File: config.mk
export PLATFORM = sky130hd
export DESIGN_NAME = pll_ctrl_regs
export DESIGN_NICKNAME = d
export VERILOG_FILES = /design/src/rtl/pll_ctrl_regs.sv
export SDC_FILE = /design/constraint.sdc
export NUM_CORES = 1
export LEC_CHECK = 0
export ABC_CLOCK_PERIOD_IN_PS = 1900
export BUFFER_PORTS_ARGS = -buffer_cell sky130_fd_sc_hd__buf_2
export CAP_MARGIN = 20
export CORE_ASPECT_RATIO = 1.1
export CORE_MARGIN = 1
export CORE_UTILIZATION = 45
export CTS_CLUSTER_SIZE = 25
export DETAILED_ROUTE_END_ITERATION = 16
export PLACE_DENSITY = 0.8
export REMOVE_ABC_BUFFERS = 1
export SLEW_MARGIN = 0
export SYNTH_ARGS = -nofsm -noshare
export SYNTH_HDL_FRONTEND = slang
export SYNTH_SLANG_ARGS = --single-unit
File: constraint.sdc
create_clock -name clk -period 1.9 [get_ports clk]
set_input_delay 0.095 -clock clk [delete_from_list [all_inputs] [get_ports clk]]
set_output_delay 0.095 -clock clk [all_outputs]
set_load 0.01 [all_outputs]
File: src/rtl/pll_ctrl_regs.sv
module pll_ctrl_regs #(
  parameter int ADDR_W = 3,
  parameter int FB_W   = 12,
  parameter int RD_W   = 6,
  parameter int PD_W   = 6,
  parameter int NOUT   = 2,
  parameter int NREQ   = 4
) (
  input  logic              clk,
  input  logic              rst_n,
  input  logic              bus_we,
  input  logic [ADDR_W-1:0] bus_addr,
  input  logic [31:0]       bus_wdata,
  output logic [31:0]       bus_rdata,
  input  logic [NREQ-1:0]   clk_req,
  output logic              pll_run,
  output logic [2:0]        bw_sel,
  output logic [2:0]        ref_sel,
  output logic [FB_W-1:0]   fb_div,
  output logic [RD_W-1:0]   ref_div,
  output logic [PD_W-1:0]   post_a_div,
  output logic [PD_W-1:0]   post_b_div,
  output logic [NOUT-1:0]   out_en,
  output logic              bw_bad,
  output logic              ref_bad
);
  localparam logic [ADDR_W-1:0] IX_CTL = ADDR_W'(0);
  localparam logic [ADDR_W-1:0] IX_FB  = ADDR_W'(1);
  localparam logic [ADDR_W-1:0] IX_RD  = ADDR_W'(2);
  localparam logic [ADDR_W-1:0] IX_PA  = ADDR_W'(3);
  localparam logic [ADDR_W-1:0] IX_PB  = ADDR_W'(4);
  localparam int BW_LSB = 11;
  localparam int RF_LSB = 8;
  localparam int OD_BIT = 7;
  localparam int LK_BIT = 2;
  localparam int EN_BIT = 1;
  localparam int OE_LSB = 16;

  logic en_q, od_q, lock_q;

  wire hit_ctl = bus_we && bus_addr == IX_CTL;
  wire hit_pa  = bus_we && bus_addr == IX_PA;
  wire open_wr = !lock_q;

  always_ff @(posedge clk or negedge rst_n) begin
    if (!rst_n) begin
      bw_sel  <= '0;
      ref_sel <= '0;
      od_q    <= 1'b0;
      lock_q  <= 1'b0;
      en_q    <= 1'b0;
    end else if (hit_ctl && open_wr) begin
      if (!en_q) begin
        bw_sel  <= bus_wdata[BW_LSB +: 3];
        ref_sel <= bus_wdata[RF_LSB +: 3];
        od_q    <= bus_wdata[OD_BIT];
      end
      lock_q <= bus_wdata[LK_BIT];
      en_q   <= bus_wdata[EN_BIT];
    end
  end

  always_ff @(posedge clk or negedge rst_n) begin
    if (!rst_n) begin
      fb_div     <= '0;
      ref_div    <= '0;
      post_a_div <= '0;
      post_b_div <= '0;
    end else if (bus_we && open_wr) begin
      if (bus_addr == IX_FB) fb_div     <= bus_wdata[FB_W-1:0];
      if (bus_addr == IX_RD) ref_div    <= bus_wdata[RD_W-1:0];
      if (bus_addr == IX_PA) post_a_div <= bus_wdata[PD_W-1:0];
      if (bus_addr == IX_PB) post_b_div <= bus_wdata[PD_W-1:0];
    end
  end

  always_ff @(posedge clk or negedge rst_n) begin
    if (!rst_n)      out_en <= '0;
    else if (hit_pa) out_en <= bus_wdata[OE_LSB +: NOUT];
  end

  always_comb begin
    bus_rdata = '0;
    case (bus_addr)
      IX_CTL: begin
        bus_rdata[BW_LSB +: 3] = bw_sel;
        bus_rdata[RF_LSB +: 3] = ref_sel;
        bus_rdata[OD_BIT]      = od_q;
        bus_rdata[LK_BIT]      = lock_q;
        bus_rdata[EN_BIT]      = en_q;
      end
      IX_FB: bus_rdata[FB_W-1:0] = fb_div;
      IX_RD: bus_rdata[RD_W-1:0] = ref_div;
      IX_PA: begin
        bus_rdata[PD_W-1:0]       = post_a_div;
        bus_rdata[OE_LSB +: NOUT] = out_en;
      end
      IX_PB: bus_rdata[PD_W-1:0] = post_b_div;
      default: bus_rdata = '0;
    endcase
  end

  assign pll_run = en_q && (!od_q || |clk_req);
  assign bw_bad  = (bw_sel == 3'd0) || (bw_sel > 3'd4);
  assign ref_bad = ref_sel > 3'd2;
endmodule


==> key figures, run 1 <==
Floorplan
  • Io pins: 115
  • Die area: 5030 µm²
  • Core Rows: 25
  • Initial core utilization: about half
  • Placeable Area: 4410 µm²
  • Die width: 67.7 µm
  • Die Ht: 74.3 µm

Timing
  • Final Hold Viols: 0
  • Worst Tran Pin Value: 889 ps
  • Clk_skew: 9.82 ps
  • RSZ-0062 raised after global routing: no
  • Min Hold Slack: 36.2 ps
  • Final setup viols: 0
  • FMAX: 0.646 GHz
  • Setup TNS: 0 ps
  • Tcrit/Tclk final: about four fifths
  • Max-slew headroom: 40.7%
  • Max-slew violation count: 0
  • Tmin final: roughly 1500 ps

Finish
  • Final non-filler cell total: 308
  • Post-Layout Inst Area: between 2000 and 3000 µm²
  • Fraction of layout cells with a size suffix above 1: 53.9%
  • Synth-to-layout area growth: 24.3%
  • Ant. Diodes: 0
  • Fin nets: 295

Setup path
  • Worst EP required: 2070 ps
  • Crit Path Max Fanout: 6
  • CP arrival: roughly 1700 ps
  • Crit end category: flop
  • Crit start category: flop
  • Critical path class: reg2reg

Synthesis
  • Synth cell types: 32
  • Netlist Area Pre-Place: around 2100 µm²
  • Ranking of synthesized cells by area: dfrtp_1 (48%), mux2_2 (16%), mux2_4 (7.0%)
  • Synth warnings: 0
  • Ys flop type: dfrtp_1
  • Post-synth top area share: 48.0%
  • Sequential-to-total area share from yosys stat: 48.0%
  • Area fraction in compound gates after synthesis: approximately 5.5%
  • Leading area contributor after synthesis: dfrtp_1
  • Commonest cells in the netlist: dfrtp_1 (41), mux2_2 (30), buf_4 (16)
  • Xor and xnor area share after synthesis: less than 1%
  • Avg Inst Size Synth: 12.6 µm²
  • Post-synthesis mux area share: 28.5%
  • Post-Synth Adder-Cell Area: 0%
  • Yosys reg bits: 41
  • Post-synth EDFFs: 0
  • Syn Inst Count: 169
  • Main combinational cell family by area after synthesis: multiplexers
  • Most common cell in the netlist: dfrtp_1
  • Simple-Gate Fraction of Synth Area: under 10%
  • Async set-reset flop share out of synthesis: 100%

Power and ir drop
  • Leak Pwr: around 1.4 nW
  • Total power: roughly 3.3 mW
  • Net Sw Frac: 32.2%
  • Switch Pwr: 1.06 mW
  • Power share of the sequential group: 43.0%
  • Combinational power share: 35.2%
  • PD cells: 1240 nW/µm²
  • Internal power: 2.23 mW
  • IR drop worst, VDD: 708 µV
  • Clk pwr share: 21.7%

Placement
  • Placed cells: 299
  • Dpl cell area: between 2000 and 3000 µm²
  • Routability cong.: 0.684
  • DP Wirelength: roughly 3300 µm
  • Number of port buffers: 82

CTS
  • TritonCTS Buffers: 5
  • Post-CTS Resized: 0
  • Clock transition at path regs: about 70 ps
  • Clock root buffer: clkbuf_8
  • Clock Sinks: between 40 and 50
  • Max clock buf depth: 2
  • CTS tree: done
  • H-tree levels: 2
  • Clock Latency Late Sink: 290 ps

Global routing
  • Initial antenna violation count: 0
  • Largest net degree at the start of global routing: 42
  • First-pass GRT wire length: 6980 µm
  • Total grt overflow: 0
  • GRT Total Usage: between 10% and 20%
  • Number of global-route vias before repair: roughly 1500

Drt
  • Pre-Repair DR Iteration Count: 4
  • Initial DRC Count: 50
  • Avg WL per Cell: approximately 15 µm
  • Highest metal used: met4
  • Via count: 1560
  • Via density: 5.06
  • Post-route ant nets: 0
  • # DRC: 0
  • Metal2 WL: 2330 µm
  • M1 wire length: roughly 1900 µm
  • Met3 wire len: roughly 260 µm
  • Post-Route WL: 4570 µm

Min path
  • Hold WC Path Type: in2reg

Job
  • Max-cap violations: 0

Outcome
  • Status: finished, final reports clean
metrics by stage:
| step | util, % | setup WS [ps] |
|---|---|---|
| floorplan | - | 280 |
| detailed placement | 57.3 | 381 |
| global route | 60.2 | 291 |
| finish | 60.2 | 351 |
| global placement | 57.3 | 401 |
| CTS | 60.2 | 370 |
kinds of logic (layout without fill, tap and decap cells):
| kind of cell | count (synthesis) | after routing |
|---|---|---|
| AOI/OAI and AO/OA | 16 | 16 |
| xor gates and xnor gates | 1 | 1 |
| buffers and inverters | 24 | 94 |
| DFF | 41 | 41 |
| muxes | 52 | 52 |
| other | 1 | 16 |
| and+or+nand+nor | 34 | 34 |
final timing paths:
| check | from | depth (start not counted) | slack [ps] | end |
|---|---|---|---|---|
| max in group asynchronous | rst_n | 2 | 870 | ref_div[2]$_DFFE_PN0P_ |
| max | lock_q$_DFFE_PN0P_ | 3 | 350 | post_a_div[1]$_DFFE_PN0P_ |
| min reg2reg | ref_div[2]$_DFFE_PN0P_ | 1 | 530 | ref_div[2]$_DFFE_PN0P_ |
| min | bus_wdata[6] | 2 | 40 | fb_div[6]$_DFFE_PN0P_ |
| max reg2reg | lock_q$_DFFE_PN0P_ | 3 | 350 | post_a_div[1]$_DFFE_PN0P_ |
| min in group asynchronous | rst_n | 2 | 460 | ref_div[4]$_DFFE_PN0P_ |
layer usage:
metal,GRT usage (%),up-vias
met5,0,-
met4,6.38,0
met3,2.76,4
met2,33.7,62
met1,23.3,761
li1,-,733
worst max-delay path: stages (launching register included):
cell     delay (ps)
dfrtp_1         420
nor3b_2         230
and3_1          400
mux2_2          380
layout make-up:
| class | instances | area (µm²) |
|---|---|---|
| Tap cell | 54 | 67.6 |
| Multi-Input combinational cell | 119 | 1000 |
| Clock buffer | 7 | 86.3 |
| Fill cell | 380 | 1760 |
| Timing Repair Buffer | 86 | 443 |
| Clock inverter | 1 | 30.0 |
| Sequential cell | 41 | 1030 |
repair_timing:
action                    CTS  global route
hold buffers                1             0
buffers inserted            0             0
hold endpoints to repair   41             0
registers in the layout (all words and copies together), names as in the netlist:
name and cells:
fb_div 12, post_a_div 6, post_b_div 6, ref_div 6, bw_sel 3, ref_sel 3
out_en 2, en_q 1, lock_q 1, od_q 1
layout by cell type, fill, tap and decap left out, drive strengths merged, types with 4 or more instances in the layout:
cell,synthesis,routed
mux2i,12,12
and2,4,4
nor2,9,9
a22oi,5,5
buf,23,85
conb,1,16
o22ai,5,5
nor2b,5,5
mux2,40,40
clkbuf,1,7
dfrtp,41,41
power by group through the flow:
stage               clock network (mW)  logic (mW)  registers (mW)
floorplan                            0       0.534            1.54
global placement                     0        1.15            1.42
detailed placement                   0        1.17            1.44
CTS                              0.731        1.18            1.42
global route                     0.767        1.28            1.46
finish                           0.715        1.16            1.42
No activity file was read; power rests on OpenSTA's default activity.
==> inputs of run 2 (changes only) <==
- ABC_AREA: unset -> 1
- ABC_CLOCK_PERIOD_IN_PS: 1900 -> 1400
- CORE_UTILIZATION: 45 -> 41
- PLACE_DENSITY: 0.8 -> 0.77
- clock period: 1.9 -> 1.4 ns (I/O delays scaled with it)
==> run 2 against run 1 <==
Non-clock buffer count increased by 15; sequential power decreased by 14%; clock power increased by 41%; critical path type is now reg2out; largest power group unchanged.
==> key figures, run 2 <==
Drt
  • Initial DRC Count: 132 (+160%)
  • Via density: 4.81 (-5.1%)
  • Pre-Repair DR Iteration Count: 4 (unchanged)
  • # DRC: 0 (unchanged)
  • Post-Route WL: 5480 µm (+20%)
  • Post-route ant nets: 0 (unchanged)
  • Via count: 2071 (+33%)
  • Avg WL per Cell: 12.7 µm (-14%)

Global routing
  • Grt peak-use layer: met2
  • M1 GR Usage: 26.6% (+3.3 points)
  • First-pass GRT wire length: 8870 µm (+27%)
  • Number of global-route vias before repair: 1880 (+24%)
  • GRT Total Usage: 20.8% (+1.8 points)
  • Initial antenna violation count: 0 (unchanged)
  • GRT met2 Usage: 34.0% (+0.30 points)
  • Largest net degree at the start of global routing: 22 (-48%)
  • Global-route met3 utilization: 5.08% (+2.3 points)
  • Total grt overflow: 0 (unchanged)

Setup path
  • Top cell by count, worst path: nor2_1
  • Max incr delay on CP: 390 ps (-30 ps)
  • CP max stage cell: dfrtp_1
  • Crit start category: flop
  • Critical path class: reg2out
  • Cells on worst reg2reg path: 5 (+2)
  • Worst EP required: 1330 ps (-740 ps)
  • Crit Path Max Fanout: 7 (+1)
  • CP arrival: 1220 ps (-500 ps)
  • Crit end category: output pin
  • CP cell instances: clkinvlp_4, nor2_1, nor2_1, nand2_1, buf_2

Timing
  • RSZ-0062 raised after global routing: yes
  • Final Hold Viols: 0 (unchanged)
  • Tmin final: about 1300 ps
  • Final setup viols: 0 (unchanged)
  • Clk_skew: 5.51 ps (-4.30 ps)
  • Max-slew violation count: 0 (unchanged)
  • FMAX: 0.777 GHz
  • Tcrit/Tclk final: between 90% and 100%

Synthesis
  • Async set-reset flop share out of synthesis: 100% (unchanged)
  • Ys flop type: dfrtp_1
  • Post-synth top area share: 46.6% (-1.4 points)
  • Syn Inst Count: 274 (+62%)
  • Netlist Area Pre-Place: 2200 µm² (+3.0%)
  • Most common cell in the netlist: nand2_1
  • Post-synth EDFFs: 0 (unchanged)
  • Synth warnings: 0 (unchanged)
  • Ranking of synthesized cells by area: dfrtp_1 (47%), nand2_1 (15%), o21ai_0 (7.1%)
  • Leading area contributor after synthesis: dfrtp_1
  • Synth cell types: 22 (-31%)
  • Commonest cells in the netlist: nand2_1 (87), dfrtp_1 (41), o21ai_0 (31)
  • Sequential-to-total area share from yosys stat: 46.6% (-1.4 points)
  • Avg Inst Size Synth: 8.03 µm² (-36%)
  • Yosys reg bits: 41 (unchanged)

CTS
  • Clock Latency Late Sink: 300 ps (about the same)
  • CTS tree: done
  • H-tree levels: 2 (unchanged)
  • Max clock buf depth: 2 (unchanged)
  • TritonCTS Buffers: 5 (unchanged)
  • Clock root buffer: clkbuf_8
  • Clock transition at path regs: 80 ps (about the same)
  • Clock Sinks: 41 (unchanged)

Finish
  • Most common cell after layout, fill and taps aside: nand2_1
  • Max reg flops: 12 (unchanged)
  • Fraction of layout cells with a size suffix above 1: 29.0% (-25 points)
  • Fin nets: 414 (+40%)
  • Post-Layout Inst Area: 2850 µm² (+7.5%)
  • Most frequent cells in the layout: nand2_1 (87), buf_2 (82), dfrtp_1 (41), o21ai_0 (31), nand3_1 (28)
  • Largest Register: fb_div
  • Ant. Diodes: 0 (unchanged)
  • Synth-to-layout area growth: 29.7%

Power and ir drop
  • Leak Pwr: 1.68 nW (+21%)
  • Total power: 2.52 mW (-23%)
  • IR drop worst, VDD: 419 µV (-41%)
  • PD cells: 884 nW/µm² (-29%)

Floorplan
  • Core Rows: 27 (+8.0%)
  • Die Ht: 78.8 µm (+6.1%)
  • Initial core utilization: 43.4% (-5.0 points)
  • Die width: 71.8 µm (+6.1%)
  • Die area: 5660 µm² (+13%)
  • Io pins: 115 (unchanged)
  • Placeable Area: 5070 µm² (+15%)

Placement
  • Dpl cell area: 2610 µm² (+3.2%)
  • Number of port buffers: 82 (unchanged)
  • Routability cong.: 0.935 (+37%)
  • DP Wirelength: 4000 µm (+21%)

Min path
  • Worst Hold Depth: 3 (+1)
  • Hold WC Path Type: in2reg

Job
  • Max-cap violations: 0 (unchanged)

Outcome
  • Status: finished, final reports clean
## run 2: metrics by stage
step | hold slack, ps | TNS, ps | worst slack (ps) | utilization [%] | instances
floorplan | -226 | 0 | 129 | - | 264
global placement | 58.4 | 0 | 190 | 51.5 | 410
detailed placement | 59.8 | 0 | 164 | 51.5 | 410
CTS | 33.0 | 0 | 35.3 | 55.9 | 429
global route | 35.3 | -16.1 | -12.7 | 56.3 | 431
finish | 34.3 | 0 | 113 | 56.3 | 431
## run 2: where the power goes
| part | internal, mW | total [mW] | switching, mW |
|---|---|---|---|
| combinational | 0.105 | 0.287 | 0.182 |
| sequential | 1.21 | 1.22 | 0.0158 |
| clock | 0.582 | 1.01 | 0.427 |
| total | 1.90 | 2.52 | 0.625 |
## run 2: logic make-up after synthesis
kind of cell / synth area share (%)
compound gates: 7.91
xor+xnor: 0.398
buf+inv: 12.8
flops: 46.6
simple gates: 32.1
other cells: 0.170
## run 2: path summary, 6_finish.rpt
| check | start | slack (ps) | to |
|---|---|---|---|
| worst max-delay path | lock_q$_DFFE_PN0P_ | 110 | bus_rdata[2] |
| worst min-delay path | bus_wdata[3] | 30 | fb_div[3]$_DFFE_PN0P_ |
| worst max register to register | lock_q$_DFFE_PN0P_ | 140 | fb_div[9]$_DFFE_PN0P_ |
| worst min register to register | post_a_div[4]$_DFFE_PN0P_ | 500 | post_a_div[4]$_DFFE_PN0P_ |
| max in group asynchronous | rst_n | 650 | ref_div[2]$_DFFE_PN0P_ |
| min in group asynchronous | rst_n | 260 | fb_div[6]$_DFFE_PN0P_ |
## run 2: routing by layer
layer  part of all wire, %  up-vias
met3                   6.0        6
met5                     0        -
met1                    45      944
li1                      -     1047
met4                   1.4        0
met2                    47       74
## run 2: timing repair
| item | in CTS | in global routing |
|---|---|---|
| setup endpoints to repair | 0 | 1 |
| endpoints found under the hold margin | 30 | 0 |
| resized for setup | 0 | 1 |
| setup buffers | 0 | 2 |
| hold buffers | 11 | 0 |
## run 2: final cells by class
| type | count | area (µm²) |
|---|---|---|
| clock buffers | 7 | 86.3 |
| clock inverters | 1 | 30.0 |
| fillers | 493 | 2210 |
| inverters | 24 | 96.3 |
| multi-input cells | 199 | 948 |
| flip-flops and latches | 41 | 1030 |
| well taps | 58 | 72.6 |
| repair buffers | 101 | 593 |
## run 2: critical path: cells and delay by family (launching register included)
| kind | cells | cell delay (ps) |
|---|---|---|
| flip-flops | 1 | 390 |
| buffers and inverters | 2 | 270 |
| AND/OR/NAND/NOR | 3 | 250 |
